==> src/rtl/ghf_pkg.sv <==
// Shared sizing constants for the group address hash filter.
// Assumes a 48-bit destination address and a 32-bit register port.
package ghf_pkg;
    localparam int GHF_REG_W      = 32;
    localparam int GHF_TBL_BITS   = 64;
    localparam int GHF_ADDR_BYTES = 6;

    // Number of REG_W-wide words needed to hold a field of the given width.
    function automatic int words_for(input int bits, input int reg_w);
        return (bits + reg_w - 1) / reg_w;
    endfunction
endpackage

==> src/rtl/ghf_cfg_regs.sv <==
// Configuration store: group table words followed by station address words.
// Assumes the register select numbers the table words first (lowest bits
// first), then the station address words (lowest bits first).
module ghf_cfg_regs #(
    parameter int REG_W     = 32,
    parameter int TBL_BITS  = 64,
    parameter int OWN_W     = 48,
    parameter int CFG_AW    = 2
) (
    input  logic                clk,
    input  logic                rst_n,
    input  logic                cfg_wr_en,
    input  logic [CFG_AW-1:0]   cfg_addr,
    input  logic [REG_W-1:0]    cfg_wdata,
    output logic [TBL_BITS-1:0] tbl_q,
    output logic [OWN_W-1:0]    own_q
);
    localparam int TBL_WORDS = ghf_pkg::words_for(TBL_BITS, REG_W);
    localparam int OWN_WORDS = ghf_pkg::words_for(OWN_W, REG_W);

    // One register per table word.
    for (genvar w = 0; w < TBL_WORDS; w++) begin : g_tbl
        localparam logic [CFG_AW-1:0] SEL = CFG_AW'(w);
        logic [REG_W-1:0] word_q;
        // Load this table word when it is selected.
        always_ff @(posedge clk) begin
            if (!rst_n)
                word_q <= '0;
            else if (cfg_wr_en && cfg_addr == SEL)
                word_q <= cfg_wdata;
        end
        assign tbl_q[w*REG_W +: REG_W] = word_q;
    end

    // One register per station address word; the last may be narrower.
    for (genvar k = 0; k < OWN_WORDS; k++) begin : g_own
        localparam int WK = ((OWN_W - k*REG_W) < REG_W) ? (OWN_W - k*REG_W) : REG_W;
        localparam logic [CFG_AW-1:0] SEL = CFG_AW'(TBL_WORDS + k);
        logic [WK-1:0] word_q;
        // Load this station address word when it is selected.
        always_ff @(posedge clk) begin
            if (!rst_n)
                word_q <= '0;
            else if (cfg_wr_en && cfg_addr == SEL)
                word_q <= cfg_wdata[WK-1:0];
        end
        assign own_q[k*REG_W +: WK] = word_q;
    end
endmodule

==> src/rtl/ghf_addr_class.sv <==
// Classifies a destination address: group flag from bit 0 of the first
// byte, table index from the top bits of the last byte.
// Purely combinational; assumes byte k lives in bits 8k+7..8k.
module ghf_addr_class #(
    parameter int ADDR_W = 48,
    parameter int IDX_W  = 6
) (
    input  logic [ADDR_W-1:0] da,
    output logic              is_group,
    output logic [IDX_W-1:0]  idx
);
    // Extract the group flag and the table index.
    always_comb begin
        is_group = da[0];
        idx      = da[ADDR_W-1 -: IDX_W];
    end
endmodule

==> src/rtl/ghf_decide.sv <==
// Accept decision and its output register. Reads the table and the station
// address as they stand before the clock edge, so a same-cycle write is
// seen only by later lookups.
module ghf_decide #(
    parameter int ADDR_W   = 48,
    parameter int TBL_BITS = 64,
    parameter int IDX_W    = 6
) (
    input  logic                clk,
    input  logic                rst_n,
    input  logic                da_valid,
    input  logic [ADDR_W-1:0]   da,
    input  logic                is_group,
    input  logic [IDX_W-1:0]    idx,
    input  logic [TBL_BITS-1:0] tbl_q,
    input  logic [ADDR_W-1:0]   own_q,
    output logic                out_valid,
    output logic                out_accept
);
    logic hit;

    // Group: table bit lookup; individual: exact station address match.
    always_comb begin
        if (is_group)
            hit = tbl_q[idx];
        else
            hit = (da == own_q);
    end

    // Register the decision, qualified by the valid strobe.
    always_ff @(posedge clk) begin
        if (!rst_n) begin
            out_valid  <= 1'b0;
            out_accept <= 1'b0;
        end else begin
            out_valid  <= da_valid;
            out_accept <= da_valid & hit;
        end
    end
endmodule

==> src/rtl/grp_hash_filter.sv <==
// Top of the group address hash filter: register store, address
// classification and registered accept decision, one cycle of latency.
module grp_hash_filter #(
    parameter int REG_W      = ghf_pkg::GHF_REG_W,
    parameter int TBL_BITS   = ghf_pkg::GHF_TBL_BITS,
    parameter int ADDR_BYTES = ghf_pkg::GHF_ADDR_BYTES,
    localparam int ADDR_W    = ADDR_BYTES * 8,
    localparam int IDX_W     = $clog2(TBL_BITS),
    localparam int CFG_AW    = $clog2(ghf_pkg::words_for(TBL_BITS, REG_W)
                                      + ghf_pkg::words_for(ADDR_W, REG_W))
) (
    input  logic              clk,
    input  logic              rst_n,
    input  logic              cfg_wr_en,
    input  logic [CFG_AW-1:0] cfg_addr,
    input  logic [REG_W-1:0]  cfg_wdata,
    input  logic              da_valid,
    input  logic [ADDR_W-1:0] da,
    output logic              out_valid,
    output logic              out_accept
);
    logic [TBL_BITS-1:0] tbl_q;
    logic [ADDR_W-1:0]   own_q;
    logic                is_group;
    logic [IDX_W-1:0]    idx;

    ghf_cfg_regs #(
        .REG_W(REG_W), .TBL_BITS(TBL_BITS), .OWN_W(ADDR_W), .CFG_AW(CFG_AW)
    ) u_regs (
        .clk(clk), .rst_n(rst_n), .cfg_wr_en(cfg_wr_en), .cfg_addr(cfg_addr),
        .cfg_wdata(cfg_wdata), .tbl_q(tbl_q), .own_q(own_q)
    );

    ghf_addr_class #(.ADDR_W(ADDR_W), .IDX_W(IDX_W)) u_class (
        .da(da), .is_group(is_group), .idx(idx)
    );

    ghf_decide #(.ADDR_W(ADDR_W), .TBL_BITS(TBL_BITS), .IDX_W(IDX_W)) u_decide (
        .clk(clk), .rst_n(rst_n), .da_valid(da_valid), .da(da),
        .is_group(is_group), .idx(idx), .tbl_q(tbl_q), .own_q(own_q),
        .out_valid(out_valid), .out_accept(out_accept)
    );
endmodule

==> config.mk <==
export PLATFORM = sky130hd
export DESIGN_NAME = grp_hash_filter
export DESIGN_NICKNAME = d
export VERILOG_FILES = /design/src/rtl/ghf_pkg.sv /design/src/rtl/ghf_cfg_regs.sv /design/src/rtl/ghf_addr_class.sv /design/src/rtl/ghf_decide.sv /design/src/rtl/grp_hash_filter.sv
export SDC_FILE = /design/constraint.sdc
export NUM_CORES = 1
export LEC_CHECK = 0
export CAP_MARGIN = 30
export CORE_ASPECT_RATIO = 1.4
export CORE_MARGIN = 2
export CORE_UTILIZATION = 37
export CTS_BUF_LIST = sky130_fd_sc_hd__clkbuf_8
export CTS_CLUSTER_SIZE = 30
export DETAILED_ROUTE_END_ITERATION = 8
export PLACE_DENSITY = 0.68
export SYNTH_ARGS = -nofsm -noshare
export SYNTH_HDL_FRONTEND = slang
export SYNTH_SLANG_ARGS = --single-unit
==> constraint.sdc <==
create_clock -name clk -period 2.6 [get_ports clk]
set_input_delay 0.52 -clock clk [delete_from_list [all_inputs] [get_ports clk]]
set_output_delay 0.52 -clock clk [all_outputs]
set_load 0.1 [all_outputs]
==> impl_metrics.env <==
export IMPL_async_flop_share_pct=0
export IMPL_grt_ovfl_total=0
export IMPL_setup_violations=0
export IMPL_area_delta_synth_final_pct=28.0
export IMPL_r2r_cells=5
export IMPL_drive_gt1_share_pct=8.55
export IMPL_min_period_ns=1.99
export IMPL_grt_pass1_vias=4544
export IMPL_ir_drop_mv=0.316
export IMPL_synth_edf_count=0
export IMPL_synthTopCellsByCount="230 x nand2_1, 114 x dfxtp_1, 111 x a21boi_0"
export IMPL_cts_tree="done"
export IMPL_path_cells="clkdlybuf4s50_1 -> buf_12 -> mux4_1 -> a22oi_1 -> nand3_1 -> nand4_1 -> o21ai_1"
export IMPL_fillers=1289
export IMPL_netlist_area_mm2=0.00531
export IMPL_synth_nets=699
export IMPL_place_congestion=0.862
export IMPL_maxSlewViolCount=0
export IMPL_cts_hold_fix_buffers=0
export IMPL_cts_sinks=114
export IMPL_dr_pass1_iters=4
export IMPL_register_area_mm2=0.00228
export IMPL_crit_path_max_incr_delay_ns=0.58
export IMPL_yosysMostFrequentCell="nand2_1"
export IMPL_clock_fmax_mhz=503
export IMPL_die_area_mm2=0.0153
export IMPL_syn_avg_cell_area_um2=8.65
export IMPL_final_cell_area_mm2=0.00679
export IMPL_wl_per_cell_um=17.3
export IMPL_rr_startpoint="u_regs.g_tbl[1].word_q[0]$_SDFFE_PN0P_"
export IMPL_clk_pin_slew_ns=0.07
export IMPL_cts_setup_buffers=0
export IMPL_grt_max_degree=113
export IMPL_min_from="rst_n"
export IMPL_netlist_instances=613
export IMPL_start_kind="input port"
export IMPL_clock_latency_ns=0.44
export IMPL_finalHoldViolCount=0
export IMPL_dp_hpwl_um=11100
export IMPL_viasPerCell=5.10
export IMPL_finalNetCount=775
export IMPL_maxSlewHeadroom_pct=39.7
export IMPL_synth_cell_types=36
export IMPL_max_slew_worst_pin_slew_ns=0.905
export IMPL_wirelength_um=15400
export IMPL_synth_top_area_share_pct=43.0
export IMPL_io_buffers=87
export IMPL_grt_pass1_wl_um=24200
export IMPL_cts_inserted_buffers=17
export IMPL_hold_depth=2
export IMPL_critPathRequiredTime_ns=2.93
export IMPL_hp_class="input port to flop"
export IMPL_num_antenna_cells=0
export IMPL_crit_buf_inv=2
export IMPL_fin_tns_setup_ns=0
export IMPL_drc_errors=0
export IMPL_num_vias=4528
export IMPL_cts_repair_resized=0
export IMPL_powerDensity_mw_per_mm2=621
export IMPL_status="completed"
export IMPL_cap_violations=0
export IMPL_synth_top_area_cell="dfxtp_1"
export IMPL_cp_num_cells=7
export IMPL_finClkSkew_ns=0.00703
export IMPL_clockBufferDepth=2
export IMPL_htreeDepth=4
export IMPL_antenna_found_initial=0
export IMPL_drt_iter0_drc=213
export IMPL_rsz0062_at_grt="false"
export IMPL_critical_path_startpoint="da[42]"
export IMPL_rows=51
export IMPL_synthTopCellsByArea="dfxtp_1 43%, nand2_1 16%, a21boi_0 16%"
export IMPL_synth_seq_cells=114
export IMPL_multiInputGateArea_mm2=0.00284
export IMPL_worstPathArrival_ns=2.31
export IMPL_track_usage_pct=20.5
export IMPL_cp_slowest_cell="mux4_1"
export IMPL_cp_max_fo=16
export IMPL_die_y_um=146
export IMPL_die_w_um=105
export IMPL_ant_nets=0
export IMPL_io_pins=88
export IMPL_yosys_warnings=0
export IMPL_path_class="input port to flop"
export IMPL_end_kind="flop"
export IMPL_period_share_pct=76.4
export IMPL_ys_flop_type="dfxtp_1"
export IMPL_placed_cell_area_mm2=0.00633
export IMPL_ys_seq_area_share_pct=43.0
export IMPL_p_leak_uw=0.00231
export IMPL_root_buffer="clkbuf_8"
export IMPL_path_delay_family="buffers and inverters"
export IMPL_start_util_pct=38.0
export IMPL_core_area_mm2=0.0140
-- flip-flops by register name (all words and copies together), names as in the netlist --
name	cells
u_decide.out_accept	1
u_regs.g_tbl.word_q	64
u_regs.g_own.word_q	48
u_decide.out_valid	1
-- worst reg2reg max path: cells and delay by family (launching register included) --
family          cells  cell delay [ns]
simple gates        2             0.20
flops               1             0.34
compound gates      2             0.32
mux                 1             0.52
-- where the power goes --
group / internal, uW / total [uW] / switching, uW / leakage, uW
sequential: 1810 / 1840 / 37.1 / 0.000926
combinational: 253 / 488 / 235 / 0.00115
clock: 1160 / 1890 / 722 / 0.000232
-- metrics by stage --
step | util (%) | setup slack, ns | total power, uW | std cells | hold WS, ns
final | 48.6 | 0.613 | 4220 | 887 | 0.430
after global routing | 48.6 | 0.586 | 4380 | 887 | 0.418
after CTS | 48.6 | 0.630 | 4250 | 887 | 0.426
after detailed placement | 45.3 | 0.185 | 2370 | 855 | 0.458
after global placement | 45.3 | 0.199 | 2360 | 855 | 0.449
after floorplan | - | 0.801 | 2110 | 613 | 0.439
-- placed cells by master (no fill, tap or decap), types with 3 or more instances in the layout --
cell type        count
bufinv_16            4
clkdlybuf4s50_1     84
xnor2_1             48
nand4_1             13
nand3_1              6
clkinv_2             3
dfxtp_1            114
mux2_2               4
a21boi_0           111
nand2_1            230
mux4_1               9
buf_4               12
clkbuf_8            22
mux4_2               5
-- area by class of cell --
cell class / instances / area share (%)
Multi-Input combinational cell: 456 / 41.8
Sequential cell: 114 / 33.6
Timing Repair Buffer: 99 / 14.4
Clock buffer: 22 / 4.46
Tap cell: 185 / 3.41
Clock inverter: 10 / 2.27
Inverter: 1 / 0.0553
-- logic make-up after synthesis --
logic type,count (synthesis),synth area share [%]
AOI/OAI and AO/OA,121,17.2
xor gates and xnor gates,48,7.92
buffers and inverters,43,3.58
DFF,114,43.0
muxes,19,7.62
and+or+nand+nor,268,20.7
-- layer usage --
metal / share of wire, % / vias to the layer above / track usage (%)
met5: 0 / - / 0
met3: 4.1 / 50 / 4.88
li1: - / 2203 / -
met4: 5.4 / 0 / 11.9
met2: 49 / 140 / 33.8
met1: 42 / 2135 / 24.2
-- path summary, 6_finish.rpt --
kind	endpoint	slack [ns]
worst min-delay path	u_decide.out_valid$_SDFF_PN0_	0.43
worst max-delay path	u_decide.out_accept$_SDFF_PN0_	0.61
worst min register to register	u_regs.g_tbl[1].word_q[28]$_SDFFE_PN0P_	0.47
worst max register to register	u_decide.out_accept$_SDFF_PN0_	1.11
No activity file was read; power rests on OpenSTA's default activity.
